==> config.mk <==
export PLATFORM = sky130hd
export DESIGN_NAME = audio_slot_policy
export DESIGN_NICKNAME = d
export VERILOG_FILES = /design/src/rtl/slot_policy_pkg.sv /design/src/rtl/slot_policy_control.sv /design/src/rtl/slot_policy_datapath.sv /design/src/rtl/audio_slot_policy.sv
export SDC_FILE = /design/constraint.sdc
export NUM_CORES = 1
export LEC_CHECK = 0
export BUFFER_PORTS_ARGS = -buffer_cell sky130_fd_sc_hd__buf_2
export CORE_MARGIN = 5
export CORE_UTILIZATION = 40
export DETAILED_ROUTE_END_ITERATION = 6
export SKIP_LAST_GASP = 1
export SYNTH_ARGS = -nofsm -noshare
export SYNTH_HDL_FRONTEND = slang
export SYNTH_HIERARCHICAL = 1
export SYNTH_SLANG_ARGS = --single-unit
export TNS_END_PERCENT = 50
==> constraint.sdc <==
create_clock -name clk -period 1.8 [get_ports clk]
set_input_delay 0.18 -clock clk [delete_from_list [all_inputs] [get_ports clk]]
set_output_delay 0.18 -clock clk [all_outputs]
set_load 0.01 [all_outputs]
==> src/rtl/slot_policy_pkg.sv <==
package slot_policy_pkg;

  // Strobes from control to datapath for one cycle
  typedef struct packed {
    logic txFire;   // produce a transmit word this cycle
    logic pop;      // take the FIFO word
    logic selLast;  // use a held word instead of zero
    logic lastRd;   // which held word to read
    logic updLast;  // write the produced word into a held slot
    logic lastWr;   // which held slot to write
    logic storeRx;  // pass the received word on
  } policy_ctrl_t;

endpackage

==> src/rtl/slot_policy_control.sv <==
module slot_policy_control
  import slot_policy_pkg::*;
#(
  parameter int SLOT_W = 4,
  parameter int MCNT_W = 6
) (
  input  logic              clk,
  input  logic              rstN,
  input  logic              cfgRxMode,
  input  logic              cfgMono,
  input  logic              cfgMute,
  input  logic              cfgMuteRepeat,
  input  logic [MCNT_W-1:0] cfgMuteCount,
  input  logic              cfgIrqEn,
  input  logic              muteClear,
  input  logic [SLOT_W:0]   slotCount,
  input  logic [SLOT_W-1:0] slotIdx,
  input  logic              slotStart,
  input  logic              rxValid,
  input  logic              frameEnd,
  input  logic              frameMute,
  output policy_ctrl_t      ctrl,
  output logic              muteFlag,
  output logic              muteIrq
);
  localparam int COUNT_W = SLOT_W + 1;
  localparam logic [MCNT_W-1:0] RUN_MAX = {MCNT_W{1'b1}};

  logic monoOn, fewSlots, slotOne, slotLow;
  logic [MCNT_W-1:0] runCnt;
  logic atLimit, hitNow, rxFrameEnd;

  assign monoOn   = cfgMono && (slotCount == COUNT_W'(2));
  assign fewSlots = (slotCount <= COUNT_W'(2));
  assign slotOne  = (slotIdx == SLOT_W'(1));
  assign slotLow  = (slotIdx < SLOT_W'(2));

  always_comb begin
    ctrl = '0;
    if (slotStart && !cfgRxMode) begin
      ctrl.txFire = 1'b1;
      if (cfgMute) begin
        // held word only for short frames with repeat selected
        ctrl.selLast = fewSlots && cfgMuteRepeat;
        ctrl.lastRd  = slotIdx[0];
      end else if (monoOn && slotOne) begin
        ctrl.selLast = 1'b1;
        ctrl.lastRd  = 1'b0;
        ctrl.updLast = 1'b1;
        ctrl.lastWr  = 1'b1;
      end else begin
        ctrl.pop     = 1'b1;
        ctrl.updLast = slotLow;
        ctrl.lastWr  = slotIdx[0];
      end
    end
    ctrl.storeRx = rxValid && cfgRxMode && !(monoOn && slotOne);
  end

  // Consecutive mute-frame run and sticky flag
  assign rxFrameEnd = frameEnd && cfgRxMode;
  assign atLimit    = (runCnt == cfgMuteCount);
  assign hitNow     = rxFrameEnd && frameMute && !atLimit &&
                      (cfgMuteCount != '0) &&
                      ((runCnt + MCNT_W'(1)) == cfgMuteCount);

  always_ff @(posedge clk or negedge rstN) begin
    if (!rstN) begin
      runCnt <= '0;
    end else if (rxFrameEnd) begin
      if (!frameMute)
        runCnt <= '0;
      else if (!atLimit && runCnt != RUN_MAX)
        runCnt <= runCnt + MCNT_W'(1);
    end
  end

  always_ff @(posedge clk or negedge rstN) begin
    if (!rstN)          muteFlag <= 1'b0;
    else if (hitNow)    muteFlag <= 1'b1;
    else if (muteClear) muteFlag <= 1'b0;
  end

  assign muteIrq = muteFlag && cfgIrqEn;

endmodule

==> src/rtl/slot_policy_datapath.sv <==
module slot_policy_datapath
  import slot_policy_pkg::*;
#(
  parameter int DATA_W = 32
) (
  input  logic              clk,
  input  logic              rstN,
  input  policy_ctrl_t      ctrl,
  input  logic [DATA_W-1:0] fifoWord,
  input  logic [DATA_W-1:0] rxWord,
  input  logic              rxValid,
  input  logic              frameEnd,
  output logic [DATA_W-1:0] txWord,
  output logic              txValid,
  output logic              rxStore,
  output logic [DATA_W-1:0] rxStoreWord,
  output logic              frameMute
);
  localparam int HELD = 2;

  logic [DATA_W-1:0] lastWord [HELD];
  logic [DATA_W-1:0] wordNext;
  logic              frameZero;
  logic              rxNonZero;

  always_comb begin
    if (ctrl.pop)          wordNext = fifoWord;
    else if (ctrl.selLast) wordNext = lastWord[ctrl.lastRd];
    else                   wordNext = '0;
  end

  for (genvar g = 0; g < HELD; g++) begin : gHeld
    always_ff @(posedge clk or negedge rstN) begin
      if (!rstN)
        lastWord[g] <= '0;
      else if (ctrl.updLast && (ctrl.lastWr == 1'(g)))
        lastWord[g] <= wordNext;
    end
  end

  always_ff @(posedge clk or negedge rstN) begin
    if (!rstN) begin
      txWord  <= '0;
      txValid <= 1'b0;
    end else begin
      txValid <= ctrl.txFire;
      if (ctrl.txFire) txWord <= wordNext;
    end
  end

  always_ff @(posedge clk or negedge rstN) begin
    if (!rstN) begin
      rxStore     <= 1'b0;
      rxStoreWord <= '0;
    end else begin
      rxStore <= ctrl.storeRx;
      if (ctrl.storeRx) rxStoreWord <= rxWord;
    end
  end

  // All-zero tracking across the current frame
  assign rxNonZero = rxValid && (rxWord != '0);
  assign frameMute = frameZero && !rxNonZero;

  always_ff @(posedge clk or negedge rstN) begin
    if (!rstN)          frameZero <= 1'b1;
    else if (frameEnd)  frameZero <= 1'b1;
    else if (rxNonZero) frameZero <= 1'b0;
  end

endmodule

==> src/rtl/audio_slot_policy.sv <==
module audio_slot_policy
  import slot_policy_pkg::*;
#(
  parameter int DATA_W = 32,
  parameter int SLOT_W = 4,
  parameter int MCNT_W = 6
) (
  input  logic              clk,
  input  logic              rstN,
  input  logic              cfgRxMode,
  input  logic              cfgMono,
  input  logic              cfgMute,
  input  logic              cfgMuteRepeat,
  input  logic [MCNT_W-1:0] cfgMuteCount,
  input  logic              cfgIrqEn,
  input  logic              muteClear,
  input  logic [SLOT_W:0]   slotCount,
  input  logic [SLOT_W-1:0] slotIdx,
  input  logic              slotStart,
  input  logic              frameEnd,
  input  logic [DATA_W-1:0] fifoWord,
  output logic              txPop,
  output logic [DATA_W-1:0] txWord,
  output logic              txValid,
  input  logic [DATA_W-1:0] rxWord,
  input  logic              rxValid,
  output logic              rxStore,
  output logic [DATA_W-1:0] rxStoreWord,
  output logic              muteFlag,
  output logic              muteIrq
);
  policy_ctrl_t ctrl;
  logic         frameMute;

  slot_policy_control #(.SLOT_W(SLOT_W), .MCNT_W(MCNT_W)) u_ctrl (
    .clk(clk), .rstN(rstN),
    .cfgRxMode(cfgRxMode), .cfgMono(cfgMono), .cfgMute(cfgMute),
    .cfgMuteRepeat(cfgMuteRepeat), .cfgMuteCount(cfgMuteCount),
    .cfgIrqEn(cfgIrqEn), .muteClear(muteClear),
    .slotCount(slotCount), .slotIdx(slotIdx), .slotStart(slotStart),
    .rxValid(rxValid), .frameEnd(frameEnd), .frameMute(frameMute),
    .ctrl(ctrl), .muteFlag(muteFlag), .muteIrq(muteIrq)
  );

  slot_policy_datapath #(.DATA_W(DATA_W)) u_dp (
    .clk(clk), .rstN(rstN), .ctrl(ctrl),
    .fifoWord(fifoWord), .rxWord(rxWord), .rxValid(rxValid),
    .frameEnd(frameEnd), .txWord(txWord), .txValid(txValid),
    .rxStore(rxStore), .rxStoreWord(rxStoreWord), .frameMute(frameMute)
  );

  assign txPop = ctrl.pop;

endmodule

# == Yosys cells after proc, flatten, opt, wreduce, memory -nomap -nowiden ==
# Cells that the tools add are included.
# classes
n_reduce_logical,26
n_bitwise,2
mux,18
eq_ne,6
n_addsub,1
magnitude_cmp,3
# ops
cell,count
32-bit 2-to-1 mux,5
32-bit nonzero test,1
6-bit 2-to-1 mux,3
1-bit logical AND,17
6-bit equality test,2
2-bit 2-to-1 mux,4
6-bit by 1-bit adder with 6-bit output (second input constant),1
1-bit 2-to-1 mux,6
6-bit inequality test (second input constant),1
6-bit nonzero test,1
5-bit by 2-bit equality test with 1-bit output (second input constant),1
5-bit by 2-bit less-or-equal comparator with 1-bit output (second input constant),1
4-bit by 1-bit equality test with 1-bit output (second input constant),1
1-bit logical NOT,4
4-bit by 2-bit less-than comparator with 1-bit output (second input constant),1
2-bit nonzero test,2
2-bit >= comparator (second input constant),1
2-bit inequality test (second input constant),1
1-bit inverter with 2-bit output,1
2-bit AND reduction,1
1-bit inverter,1
# word_totals
ff_bits,138
inputBits,90
out_inout_bits,69

# == Logic depth before layout (Yosys ltp) ==
# depth
word_depth,12
depth_mapped,9
ltp_nobuf,8

# == Hierarchy ==
# The synthesis kept the hierarchy.
# by_module_without_submodules
module,area_per_inst_um2,instances,seq_area_each_um2,cells_per_inst
slot_policy_datapath,6019.5,1,3279.4,472
slot_policy_control,804.5,1,175.2,92

# == Least setup slack after synthesis ==
# Ideal clock, no wire load.
# synth_timing
path_type,input-to-reg
from,input slotStart
to,register u_dp.txWord[12]
path_slack_ns,0.148
setup_time_ns,0.140
cell_stages,9
t_arrival_ns,1.511
cell_sequence,nor2b_1 -> nand2b_1 -> nor2_1 -> buf_6 -> nor2b_2 -> buf_4 -> buf_6 -> a22oi_4 -> a21oi_2
# synth_rtl
item,line_no,source
from (decl),audio_slot_policy.sv:19,"input logic slotStart,"
1-bit logical AND,slot_policy_control.sv:40,if (slotStart && !cfgRxMode) begin
6-bit 2-to-1 mux,slot_policy_control.sv:40,
named net txPop,audio_slot_policy.sv:22,"output logic txPop,"
32-bit 2-to-1 mux,slot_policy_datapath.sv:27,if (ctrl.pop) wordNext = fifoWord;
to (signal assigned),slot_policy_datapath.sv:47,if (ctrl.txFire) txWord <= wordNext;
to (decl),slot_policy_datapath.sv:13,"output logic [DATA_W-1:0] txWord,"
# The timed path passes the listed nets, and every way through them passes these cells. The select of a mux whose other input is x is not followed.
# A chain may end at the register's enable or synchronous reset.

# == Worst setup path after layout ==
# layout_timing
from,register u_ctrl.runCnt[0]
to,register u_ctrl.runCnt[5]
# layout_via
elab_chain_cells,5
# layout_lines
item,line_no,source
from (decl),slot_policy_control.sv:30,logic [MCNT_W-1:0] runCnt;
from (signal assigned),slot_policy_control.sv:74,runCnt <= runCnt + MCNT_W'(1);
"parallel branches: the longest is 5 deep, another holds 6-bit by 1-bit adder with 6-bit output",--,
# Parallel ways; which one is timed is not known. The select of a mux whose other input is x is not followed.

==> qor.yml <==
placement:
  dp_slack_ns: -0.289
  gp_congestion: 0.839
  io_buffer_count: 158
  placed_area_sq_um: 8080
  hpwl_mm: 11.7
synth:
  yosys_warnings: 6
  synth_seq_cells: 138
  yosys.area_share.simple_pct: 10.2
  synth_cells: 564
  synth.cell_area_sq_um: 6820
  yosysTopAreaCellShare_pct: 50.2
  synth_compound_area_share_pct: 20.4
  synthAdderAreaFrac_pct: 0.183
  synth_xor_area_share_pct: 1.67
  synthMuxAreaShare_pct: 12.8
  synth_top_family_by_area: "compound AO/OA/AOI/OAI gates"
  synth.area.top_cells: "dfrtp_1, a22oi_4, mux2_4"
  ys_seq_area_share_pct: 50.6
  synth_top_area_cell: "dfrtp_1"
  syn-num-nets: 655
  ys_types: 57
  synth.avg_cell_area_sq_um: 12.1
route:
  drc: 0
  dr.pass1.iters: 4
  viasPerCell: 5.12
  drtIter0Drc: 186
  avgRoutedWirePerCell_um: 16.8
  ant_nets: 0
  drt_wl_total_mm: 16.7
  via_count: 5064
critical_path:
  critPathLaunchType: "flop"
  worst-r2r-setup-slack_ns: 0.11
  worstPathRequired_ns: 2.10
  worstSetupPathType: "flop to flop"
  critPathSlowestCell: "dfrtp_1"
  slowest_delay_ns: 0.44
  critPathTopFamily: "simple AND/OR/NAND/NOR gates"
  crit_arrival_ns: 1.99
  crit_fanout: 6
  cp-end-kind: "flop"
  r2r-start: "u_ctrl/runCnt[0]$_DFFE_PN0P_"
  reg2regPathDepth: 5
  cp_cell_sequence: "xnor2_1 -> nand4_2 -> nor2_4 -> a2111oi_2 -> o31a_1"
  crit_buf_inv: 0
  r2r_end: "u_ctrl/runCnt[5]$_DFFE_PN0P_"
timing:
  fin_crit_sh_pct: 93.7
  tns_ns: 0
  hold_viol: 0
  setup_viol_count_final: 0
  worstMarginPinSlew_ns: 0.595
  fin_ws_ns: 0.114
  holdWs_ns: 0.0221
  min_period_ns: 1.69
  slew_headroom_pct: 60.3
  drv_slew: 0
  fmax_mhz: 593
  rsz0062_at_grt: "true"
  clock_skew_ns: 0.00680
floorplan:
  die_h_um: 141
  start_util_pct: 41.0
  core_sq_um: 16600
  die_w_um: 141
  die_area_sq_um: 19800
  rows: 47
  io_pins: 159
global_routing:
  grt_usage_pct: 17.6
  grt_pass1_wl_mm: 28.0
  grt_pass1_vias: 5489
  grt.overflow.total: 0
  grt_max_degree: 65
  antenna_found_initial: 3
clock_network:
  path_clk_slew_ns: 0.06
  clock_path_buffers: 2
  clock-sinks: 138
  cts_max_level: 4
  cts_tree: "built"
  insertion_delay_ns: 0.41
  root_buffer: "clkbuf_16"
  numCtsBuffers: 17
power:
  combPwrFrac_pct: 14.5
  swShare_pct: 25.8
  pwr-share-seq_pct: 42.7
  power_switching_w: 0.00212
  p_int_w: 0.00611
  peakVddDrop_mv: 0.658
  p_leak_nw: 4.88
  p_clk_share_pct: 42.8
  power.density_nw_per_um2: 919
finish:
  final_cell_mix: "buf_2, dfrtp_1, nor2_1"
  layout-drive-gt1-share_pct: 45.8
  design_area_sq_um: 8950
  areaGrowthSynthToFinish_pct: 31.2
  layout_commonest_cell: "buf_2"
  fillers: 1433
  final_nets: 846
  final_core_util_pct: 53.8
worst_hold_path:
  holdPathStages: 2
  hp-start: "rxWord[11]"
  holdPathEnd: "u_dp/rxStoreWord[11]$_DFFE_PN0P_"
  hold_class: "input port to flop"
flow_run:
  maxCapViolations: 0
status:
  status: "finished, final reports clean"
[how the worst max path moves through the flow]
stage                                       startpoint                       endpoint  slack (ns)  cells after the start
after floorplan                              slotStart    u_dp/txWord[12]$_DFFE_PN0P_        0.15                      9
after global placement                      slotIdx[1]  u_dp/lastWord[32]$_DFFE_PN0P_       -0.20                     10
after detailed placement                    slotIdx[1]  u_dp/lastWord[32]$_DFFE_PN0P_       -0.29                     10
after CTS                 u_ctrl/runCnt[0]$_DFFE_PN0P_   u_ctrl/runCnt[3]$_DFFE_PN0P_        0.05                      5
after global routing      u_ctrl/runCnt[0]$_DFFE_PN0P_   u_ctrl/runCnt[5]$_DFFE_PN0P_       -0.02                      5
final                     u_ctrl/runCnt[0]$_DFFE_PN0P_   u_ctrl/runCnt[5]$_DFFE_PN0P_        0.11                      5
[cell families (layout without fill, tap and decap cells)]
group,Yosys count,in the layout
other,0,2
AOI/OAI and AO/OA,146,146
xor gates and xnor gates,10,10
and+or+nand+nor,155,155
muxes,68,68
adders and majority gates,1,1
buffers and inverters,46,250
DFF,138,138
[power by group through the flow]
stage          sequential [W]  clock, W  combinational [W]
6_report              0.00352   0.00352            0.00119
3_3_place_gp          0.00356         0            0.00114
3_5_place_dp          0.00357         0            0.00116
2_1_floorplan         0.00365         0           0.000502
5_1_grt               0.00355   0.00376            0.00131
4_1_cts               0.00352   0.00362            0.00121
[Yosys cell counts (all sizes together)]
master   number
a21oi        64
or2           1
mux2i         4
nor4          9
nand4         5
o31ai         1
clkbuf       15
a21o          1
mux2         64
dfrtp       137
a32o          1
nor3b         1
o211a         1
a2111o        1
xor2          1
o22ai         1
o211ai        1
nand2b        6
buf          26
nand2        42
ha            1
nor2b         3
and4b         1
dfstp         1
a211oi        3
and3          4
inv           5
o221ai        1
o21ai        35
o31a          1
a21boi        1
and2          3
nand3         5
nor3          3
a2111oi       2
xnor2         9
a22oi        32
nor2         72
[sequential cells by signal (all words and copies together), names as in the netlist]
| signal | count |
|---|---|
| u_ctrl/runCnt | 6 |
| u_ctrl/muteFlag | 1 |
| u_dp/txWord | 32 |
| u_dp/frameZero | 1 |
| u_dp/rxStoreWord | 32 |
| u_dp/txValid | 1 |
| u_dp/lastWord | 64 |
| u_dp/rxStore | 1 |
[worst register-to-register path, delay by kind of cell, from the launching register on]
family | cells | cell delay (ns)
and+or+nand+nor | 2 | 0.48
DFF | 1 | 0.44
AOI/OAI and AO/OA | 2 | 0.40
xor gates and xnor gates | 1 | 0.26
[area by class of cell]
type                    count  area, sq um  area share, %
diodes                      2         5.00         0.0559
repair buffers            213         1480           16.5
multi-input cells         380         3120           34.9
inverters                   5         18.8          0.210
clock inverters            12          136           1.52
clock buffers              20          467           5.21
well taps                 220          275           3.07
flip-flops and latches    138         3450           38.6
[routing by layer]
layer,wire length (um),vias to the layer above,global-route usage [%]
li1,-,2397,-
met1,6760,2477,20.7
met2,8450,157,30.4
met3,1040,31,5.25
met4,391,2,6.78
met5,7,-,0
[repair_timing]
item                       CTS  global route
hold buffers                26             0
resized for setup            0             1
setup endpoints to repair    0             2
hold endpoints to repair    80             0
buffers inserted             0             0
[stage by stage]
stage / cells / total power (W)
after floorplan: 564 / 0.00415
after global routing: 990 / 0.00862
final: 990 / 0.00823
after global placement: 930 / 0.00469
after CTS: 988 / 0.00835
after detailed placement: 930 / 0.00473
Note: power is estimated with default switching activity, not from simulation.
